--- src/rtl/addr_route_pkg.sv ---
package addr_route_pkg;

  typedef enum logic [1:0] {
    SZ_BYTE = 2'd0,
    SZ_WORD = 2'd1,
    SZ_LONG = 2'd2,
    SZ_BAD  = 2'd3
  } xfer_size_e;

  // Programmable regions, in decode priority order
  localparam int unsigned NUM_REGIONS = 4;
  localparam int unsigned RG_RAM_RO   = 0;
  localparam int unsigned RG_RAM_RW   = 1;
  localparam int unsigned RG_ROM_RO   = 2;
  localparam int unsigned RG_ROM_RW   = 3;

  // Fixed select bit positions
  localparam int unsigned SEL_RAM  = 0;
  localparam int unsigned SEL_ROM  = 1;
  localparam int unsigned SEL_WIN0 = 2;

  function automatic logic [2:0] size_bytes(input logic [1:0] code);
    case (code)
      SZ_BYTE: return 3'd1;
      SZ_WORD: return 3'd2;
      SZ_LONG: return 3'd4;
      default: return 3'd0;
    endcase
  endfunction

endpackage

--- src/rtl/addr_route_bounds.sv ---
module addr_route_bounds #(
  parameter int ADDR_W = 24,
  parameter int NREG   = 4,
  localparam int IDX_W = $clog2(2 * NREG)
) (
  input  logic                         clk,
  input  logic                         rst_n,
  input  logic                         cfg_we,
  input  logic [IDX_W-1:0]             cfg_idx,
  input  logic [ADDR_W-1:0]            cfg_data,
  output logic [NREG-1:0][ADDR_W-1:0]  beg_o,
  output logic [NREG-1:0][ADDR_W-1:0]  lim_o
);

  logic [2*NREG-1:0][ADDR_W-1:0] bank_q;

  // Zero begin and zero end: nothing can fit, so every region starts empty
  always_ff @(posedge clk) begin
    if (!rst_n) begin
      bank_q <= '0;
    end else if (cfg_we) begin
      bank_q[cfg_idx] <= cfg_data;
    end
  end

  for (genvar g = 0; g < NREG; g++) begin : g_pair
    assign beg_o[g] = bank_q[2*g];
    assign lim_o[g] = bank_q[2*g+1];
  end

endmodule

--- src/rtl/addr_route_fit.sv ---
module addr_route_fit #(
  parameter int ADDR_W = 24
) (
  input  logic [ADDR_W-1:0] addr_i,
  input  logic [2:0]        nbytes_i,
  input  logic [ADDR_W-1:0] beg_i,
  input  logic [ADDR_W-1:0] lim_i,
  output logic              hit_o
);

  // One extra bit so that the last byte of the access cannot wrap
  logic [ADDR_W:0] tail_x;

  assign tail_x = {1'b0, addr_i} + {{(ADDR_W-2){1'b0}}, nbytes_i};
  assign hit_o  = (nbytes_i != 3'd0) && (addr_i >= beg_i) &&
                  (tail_x <= {1'b0, lim_i});

endmodule

--- src/rtl/addr_route_window.sv ---
module addr_route_window #(
  parameter int          ADDR_W = 24,
  parameter int unsigned BASE   = 0,
  parameter int unsigned SPAN   = 1
) (
  input  logic [ADDR_W-1:0] addr_i,
  output logic              hit_o,
  output logic [ADDR_W-1:0] off_o
);

  localparam logic [ADDR_W:0] LO_X = (ADDR_W+1)'(BASE);
  localparam logic [ADDR_W:0] HI_X = (ADDR_W+1)'(BASE + SPAN);

  logic [ADDR_W-1:0] delta;

  assign delta = addr_i - LO_X[ADDR_W-1:0];
  assign hit_o = ({1'b0, addr_i} >= LO_X) && ({1'b0, addr_i} < HI_X);

  // An odd base marks a device on one byte lane: its registers are two apart
  if ((BASE % 2) == 1) begin : g_lane
    assign off_o = delta >> 1;
  end else begin : g_flat
    assign off_o = delta;
  end

endmodule

--- src/rtl/addr_route_overlay.sv ---
module addr_route_overlay #(
  parameter int ADDR_W = 24
) (
  input  logic              clk,
  input  logic              rst_n,
  input  logic              accept_i,
  input  logic [ADDR_W-1:0] addr_i,
  input  logic [1:0]        size_i,
  input  logic              write_i,
  output logic              active_o,
  output logic              fetch_ok_o
);
  import addr_route_pkg::*;

  logic is_lo, is_hi;

  assign is_lo      = (addr_i == ADDR_W'(0));
  assign is_hi      = (addr_i == ADDR_W'(4));
  assign fetch_ok_o = !write_i && (size_i == SZ_LONG) && (is_lo || is_hi);

  always_ff @(posedge clk) begin
    if (!rst_n) begin
      active_o <= 1'b1;
    end else if (accept_i && active_o && fetch_ok_o && is_hi) begin
      active_o <= 1'b0;
    end
  end

endmodule

--- src/rtl/addr_route_dec.sv ---
module addr_route_dec #(
  parameter int          ADDR_W     = 24,
  parameter int unsigned RAM_BASE   = 32'h000000,
  parameter int unsigned ROM_BASE   = 32'h100000,
  parameter int unsigned VEC_SIZE   = 32'h400,
  parameter int          NUM_LARGE  = 2,
  parameter int unsigned LARGE_BASE = 32'h180000,
  parameter int unsigned LARGE_SPAN = 32'h080000,
  parameter int          NUM_SMALL  = 8,
  parameter int unsigned SMALL_BASE = 32'h3A0001,
  parameter int unsigned SMALL_SPAN = 32'h004000,
  localparam int NUM_WIN   = NUM_LARGE + NUM_SMALL,
  localparam int SEL_W     = 2 + NUM_WIN,
  localparam int CFG_IDX_W = $clog2(2 * addr_route_pkg::NUM_REGIONS)
) (
  input  logic                 clk,
  input  logic                 rst_n,
  input  logic                 cfg_we,
  input  logic [CFG_IDX_W-1:0] cfg_idx,
  input  logic [ADDR_W-1:0]    cfg_data,
  input  logic                 req_valid,
  output logic                 req_ready,
  input  logic [ADDR_W-1:0]    req_addr,
  input  logic [1:0]           req_size,
  input  logic                 req_write,
  output logic                 rsp_valid,
  input  logic                 rsp_ready,
  output logic [SEL_W-1:0]     rsp_sel,
  output logic [ADDR_W-1:0]    rsp_off,
  output logic                 rsp_err
);
  import addr_route_pkg::*;

  localparam logic [ADDR_W-1:0] RAM_B   = ADDR_W'(RAM_BASE);
  localparam logic [ADDR_W-1:0] ROM_B   = ADDR_W'(ROM_BASE);
  localparam logic [ADDR_W-1:0] VEC_LIM = ADDR_W'(VEC_SIZE);

  logic                               accept;
  logic [2:0]                         nbytes;
  logic [NUM_REGIONS-1:0][ADDR_W-1:0] rg_beg, rg_lim;
  logic [NUM_REGIONS-1:0]             rg_hit;
  logic                               vec_hit;
  logic [NUM_WIN-1:0]                 win_hit;
  logic [NUM_WIN-1:0][ADDR_W-1:0]     win_off;
  logic                               ovl_active, ovl_fetch;

  assign req_ready = !rsp_valid || rsp_ready;
  assign accept    = req_valid && req_ready;
  assign nbytes    = size_bytes(req_size);

  addr_route_bounds #(.ADDR_W(ADDR_W), .NREG(NUM_REGIONS)) u_bounds (
    .clk(clk), .rst_n(rst_n), .cfg_we(cfg_we), .cfg_idx(cfg_idx),
    .cfg_data(cfg_data), .beg_o(rg_beg), .lim_o(rg_lim)
  );

  for (genvar r = 0; r < NUM_REGIONS; r++) begin : g_region
    addr_route_fit #(.ADDR_W(ADDR_W)) u_fit (
      .addr_i(req_addr), .nbytes_i(nbytes), .beg_i(rg_beg[r]),
      .lim_i(rg_lim[r]), .hit_o(rg_hit[r])
    );
  end

  addr_route_fit #(.ADDR_W(ADDR_W)) u_vec_fit (
    .addr_i(req_addr), .nbytes_i(nbytes), .beg_i('0),
    .lim_i(VEC_LIM), .hit_o(vec_hit)
  );

  for (genvar k = 0; k < NUM_WIN; k++) begin : g_win
    localparam int unsigned WB = (k < NUM_LARGE)
        ? LARGE_BASE + k * LARGE_SPAN
        : SMALL_BASE + (k - NUM_LARGE) * SMALL_SPAN;
    localparam int unsigned WS = (k < NUM_LARGE) ? LARGE_SPAN : SMALL_SPAN;
    addr_route_window #(.ADDR_W(ADDR_W), .BASE(WB), .SPAN(WS)) u_win (
      .addr_i(req_addr), .hit_o(win_hit[k]), .off_o(win_off[k])
    );
  end

  addr_route_overlay #(.ADDR_W(ADDR_W)) u_ovl (
    .clk(clk), .rst_n(rst_n), .accept_i(accept), .addr_i(req_addr),
    .size_i(req_size), .write_i(req_write),
    .active_o(ovl_active), .fetch_ok_o(ovl_fetch)
  );

  // Lowest-numbered window wins (the windows do not overlap)
  logic [NUM_WIN-1:0] win_sel;
  logic [ADDR_W-1:0]  win_pick_off;
  logic               win_any;

  always_comb begin
    win_sel      = '0;
    win_pick_off = '0;
    win_any      = 1'b0;
    for (int k = 0; k < NUM_WIN; k++) begin
      if (win_hit[k] && !win_any) begin
        win_sel[k]   = 1'b1;
        win_pick_off = win_off[k];
        win_any      = 1'b1;
      end
    end
  end

  // Priority decode
  logic [SEL_W-1:0]  d_sel;
  logic [ADDR_W-1:0] d_off;
  logic              d_err;

  always_comb begin
    d_sel = '0;
    d_off = '0;
    d_err = 1'b0;
    if (req_size == SZ_BAD) begin
      d_err = 1'b1;
    end else if (ovl_active) begin
      if (ovl_fetch) begin
        d_sel[SEL_ROM] = 1'b1;
        d_off          = req_addr;
      end else begin
        d_err = 1'b1;
      end
    end else if (!req_write && rg_hit[RG_RAM_RO]) begin
      d_sel[SEL_RAM] = 1'b1;
      d_off          = req_addr - RAM_B;
    end else if (rg_hit[RG_RAM_RW]) begin
      d_sel[SEL_RAM] = 1'b1;
      d_off          = req_addr - RAM_B;
    end else if (!req_write && rg_hit[RG_ROM_RO]) begin
      d_sel[SEL_ROM] = 1'b1;
      d_off          = req_addr - ROM_B;
    end else if (rg_hit[RG_ROM_RW]) begin
      d_sel[SEL_RAM] = 1'b1;
      d_off          = req_addr - RAM_B;
    end else if (win_any) begin
      d_sel[SEL_W-1:SEL_WIN0] = win_sel;
      d_off                   = win_pick_off;
    end else if (vec_hit) begin
      d_sel[SEL_RAM] = 1'b1;
      d_off          = req_addr - RAM_B;
    end else begin
      d_err = 1'b1;
    end
  end

  // Response register
  always_ff @(posedge clk) begin
    if (!rst_n) begin
      rsp_valid <= 1'b0;
      rsp_sel   <= '0;
      rsp_off   <= '0;
      rsp_err   <= 1'b0;
    end else if (accept) begin
      rsp_valid <= 1'b1;
      rsp_sel   <= d_sel;
      rsp_off   <= d_off;
      rsp_err   <= d_err;
    end else if (rsp_ready) begin
      rsp_valid <= 1'b0;
    end
  end

endmodule

--- config.mk ---
export PLATFORM = sky130hd
export DESIGN_NAME = addr_route_dec
export DESIGN_NICKNAME = d
export VERILOG_FILES = /design/src/rtl/addr_route_pkg.sv /design/src/rtl/addr_route_bounds.sv /design/src/rtl/addr_route_fit.sv /design/src/rtl/addr_route_window.sv /design/src/rtl/addr_route_overlay.sv /design/src/rtl/addr_route_dec.sv
export SDC_FILE = /design/constraint.sdc
export NUM_CORES = 1
export LEC_CHECK = 0
export BUFFER_PORTS_ARGS = -buffer_cell sky130_fd_sc_hd__buf_2
export CELL_PAD_IN_SITES_DETAIL_PLACEMENT = 1
export CELL_PAD_IN_SITES_GLOBAL_PLACEMENT = 1
export CORE_ASPECT_RATIO = 0.9
export CORE_MARGIN = 1
export CORE_UTILIZATION = 38
export DETAILED_ROUTE_END_ITERATION = 10
export GPL_ROUTABILITY_DRIVEN = 0
export PLACE_DENSITY = 0.7
export SLEW_MARGIN = 20
export SYNTH_ARGS = -nofsm -noshare
export SYNTH_HDL_FRONTEND = slang
export SYNTH_SLANG_ARGS = --single-unit
--- constraint.sdc ---
create_clock -name clk -period 8.6 [get_ports clk]
set_clock_uncertainty 0.2 [all_clocks]
set_input_delay 0.86 -clock clk [delete_from_list [all_inputs] [get_ports clk]]
set_output_delay 0.86 -clock clk [all_outputs]
set_load 0.005 [all_outputs]
==> impl_results.md <==
- Area delta synth->final: 10.5%
- CTS tree: built
- Die H: 203 microns
- Pre-CTS setup slack: 1900 ps
- CTS Buf Count: 28
- Syn nets: 2579
- Placed Cells: 2899
- CP Launch Type: input pin
- Status: complete, no violations
- Commonest register cell after synthesis: dfxtp_1
- Crit path top cell by count: nand3_1
- Seq/Total Area, Yosys: 27.1%
- Number of distinct library cells after synthesis: 102
- Clock share of power: 42.9%
- Req. time, crit path: 8860 ps
- TNS Setup: 0 ps
- Crit path max-delay family: simple AND/OR/NAND/NOR gates
- Critical Path End Type: flop
- F_max: 160 MHz
- Worst-skew pair later-pin latency: 600 ps
- DR DRC count: 0
- Commonest non-fill, non-tap cell in the layout: nand2_1
- Netlist Area Pre-Place: 17000 sq um
- Total congestion overflow: 0
- Final setup fails: 0
- IO Port Bufs: 97
- Avg Cell Area, Syn: 7.34 sq um
- Non-Filler Instances: 2950
- Cell chain of the critical path: buf_2 -> inv_1 -> fa_1 -> nand2b_1 -> a2111o_1 -> nor2_1 -> nand3_1 -> xnor2_1 -> ha_1 -> nand3_1 -> nor4_1 -> o311ai_0 -> mux2i_1 -> nor4bb_1 -> a32oi_1 -> nand2_1 -> nand3_2 -> or4_1 -> a31oi_1
- CTS Hold Bufs: 0
- Share of total power in combinational logic: 18.0%
- Asr flop ratio synth: 0%
- WP data arrival: 6530 ps
- Max-slew headroom: 23.3%
- Fill cells: 5615
- Crit-path max cell delay: 670 ps
- Synth Register Bits: 231
- Max Cap Violations: 0
- Crit path max-delay cell type: or4_1
- Fin crit share: 72.9%
- Clk slew on worst S/H paths: 70 ps
- Die width: 225 microns
- CP Buf/Inv Count: 2
- Ratio of cells with drive above 1 in the final layout: 9.11%
- Largest cells by area after synthesis: dfxtp_1, ha_1, nand2_1
- Seq pwr share: 39.1%
- Actual slew at the worst max-slew pin: 1150 ps
- Starting Density: 38.5%
- I/O pins: 98
- Worst Path Max Fanout: 23
- Routed Antenna Nets: 0
- Net Sw Power: 0.859 mW
- CTS root buf: clkbuf_16
- Pin count of the biggest net entering global routing: 131
- Number of synthesized flops with an enable pin: 0
- Final WL: 64600 microns
- Min Hold Slack: 252 ps
- Routed wire per std cell: 21.9 microns
- Unrepaired setup endpoints after global routing: no
- Cells after synthesis: 2321
- Die ar.: 45700 sq um
- Slew Limit Fails: 0
- Vias in the first global route: 17.5k
- Pwr Density: 150 nW/um^2
- Switching share of total power: 30.5%
- FP Rows: 73
- Vias: 17.1k
- Post-CTS setup buffer count: 0
- Int Power: 1.96 mW
- Via density: 5.78
- First drt pass iteration count: 5
- Most frequent cells in the layout: nand2_1, a21oi_1, dfxtp_1
- Area leader, netlist: dfxtp_1
- Worst setup margin: 2330 ps
- CTS Buffer Depth: 3
- Hpwl dp: 47500 microns
- Yosys warns: 0
- First-pass GRT wire length: 100000 microns
- P_leak: 6.68 nW
- Starting DRT DRC Count: 1059
- Core ar.: 44200 sq um
- Peak supply drop: 165 uV
- H-tree Lvls: 1
- Antenna violations before repair: 1
- All-Layer GR Usage: 28.0%
- Fin nets: 2587
- Hold Path Class: flop to flop
- Synth top area share: 27.1%
- Kind of critical path: input pin to flop
- Hold Vio Cnt, Final: 0
- # clock sinks: 231
- Tmin final: 6270 ps
- CTS resizes: 0
-- synthesized netlist by cell type (all sizes together), types with 8 or more instances --
| master | instances |
|---|---|
| nand4 | 41 |
| nor2 | 73 |
| and3 | 20 |
| o21a | 14 |
| or3 | 24 |
| and2 | 18 |
| xnor2 | 39 |
| a21oi | 305 |
| nand2 | 505 |
| a31oi | 28 |
| buf | 15 |
| o21ai | 69 |
| o2111ai | 8 |
| inv | 199 |
| xor2 | 10 |
| nor3 | 30 |
| or4 | 16 |
| a2111oi | 9 |
| o311ai | 9 |
| a211oi | 17 |
| clkbuf | 130 |
| nor4 | 21 |
| nand3 | 49 |
| nor2b | 15 |
| o211ai | 36 |
| nand2b | 19 |
| ha | 198 |
| o31a | 11 |
| dfxtp | 231 |
| a21o | 35 |
-- final cells by class --
type | count | area [sq um] | share of cell area [%]
inverters | 203 | 767 | 4.07
clock inverters | 8 | 118 | 0.625
flip-flops and latches | 231 | 4620 | 24.6
multi-input cells | 1742 | 11100 | 58.8
diodes | 1 | 2.50 | 0.0133
clock buffers | 42 | 803 | 4.27
repair buffers | 123 | 681 | 3.62
well taps | 600 | 751 | 3.99
-- sequential cells by signal, summed over array words and instances, names as in the netlist --
register and flops:
rsp_err 1, rsp_off 24, rsp_sel 12, rsp_valid 1
u_bounds.beg_o 96, u_bounds.lim_o 96, u_ovl.active_o 1
-- tightest hold or removal path, delay by kind of cell (launching register included) --
kind,cells,cell delay (ps)
flops,1,310
simple gates,1,50
compound gates,1,50
-- stage by stage --
| stage | util, % | total power, mW | instance area, sq um |
|---|---|---|---|
| after floorplan | - | 1.44 | 17000 |
| after global placement | 40.5 | 1.60 | 17900 |
| after detailed placement | 40.5 | 1.62 | 17900 |
| after CTS | 42.5 | 2.83 | 18800 |
| after global routing | 42.6 | 2.93 | 18800 |
| final | 42.6 | 2.81 | 18800 |
-- final timing paths --
check | start | to | slack (ps) | depth (start not counted)
worst min-delay path | rsp_sel[11]$_SDFFE_PN0P_ | rsp_sel[11]$_SDFFE_PN0P_ | 250 | 2
worst max register to register | u_bounds.beg_o[41]$_SDFFE_PN0P_ | rsp_off[4]$_SDFFE_PN0P_ | 4150 | 12
worst max-delay path | req_addr[1] | rsp_off[4]$_SDFFE_PN0P_ | 2330 | 19
worst min register to register | rsp_sel[11]$_SDFFE_PN0P_ | rsp_sel[11]$_SDFFE_PN0P_ | 250 | 2
-- power by group through the flow --
| stage | logic [mW] | registers, mW | clock network (mW) |
|---|---|---|---|
| 6_report | 0.505 | 1.10 | 1.21 |
| 5_1_grt | 0.554 | 1.10 | 1.27 |
| 4_1_cts | 0.500 | 1.10 | 1.23 |
| 3_5_place_dp | 0.497 | 1.12 | 0 |
| 3_3_place_gp | 0.475 | 1.12 | 0 |
| 2_1_floorplan | 0.323 | 1.12 | 0 |
-- logic make-up after synthesis --
family / after synthesis / share of synthesized area, %
compound gates: 618 / 22.9
xor+xnor: 51 / 2.83
fa+ha+maj: 203 / 14.9
buf+inv: 348 / 8.00
flops: 231 / 27.1
mux: 9 / 0.551
simple gates: 861 / 23.6
-- metal layers --
metal / global-route usage (%) / wire length, microns / vias up
li1: - / - / 8107
met1: 36.4 / 29100 / 8397
met2: 48.2 / 30400 / 441
met3: 3.23 / 3110 / 117
met4: 8.38 / 1960 / 0
met5: 0 / 0 / -
No activity file was read; power rests on OpenSTA's default activity.
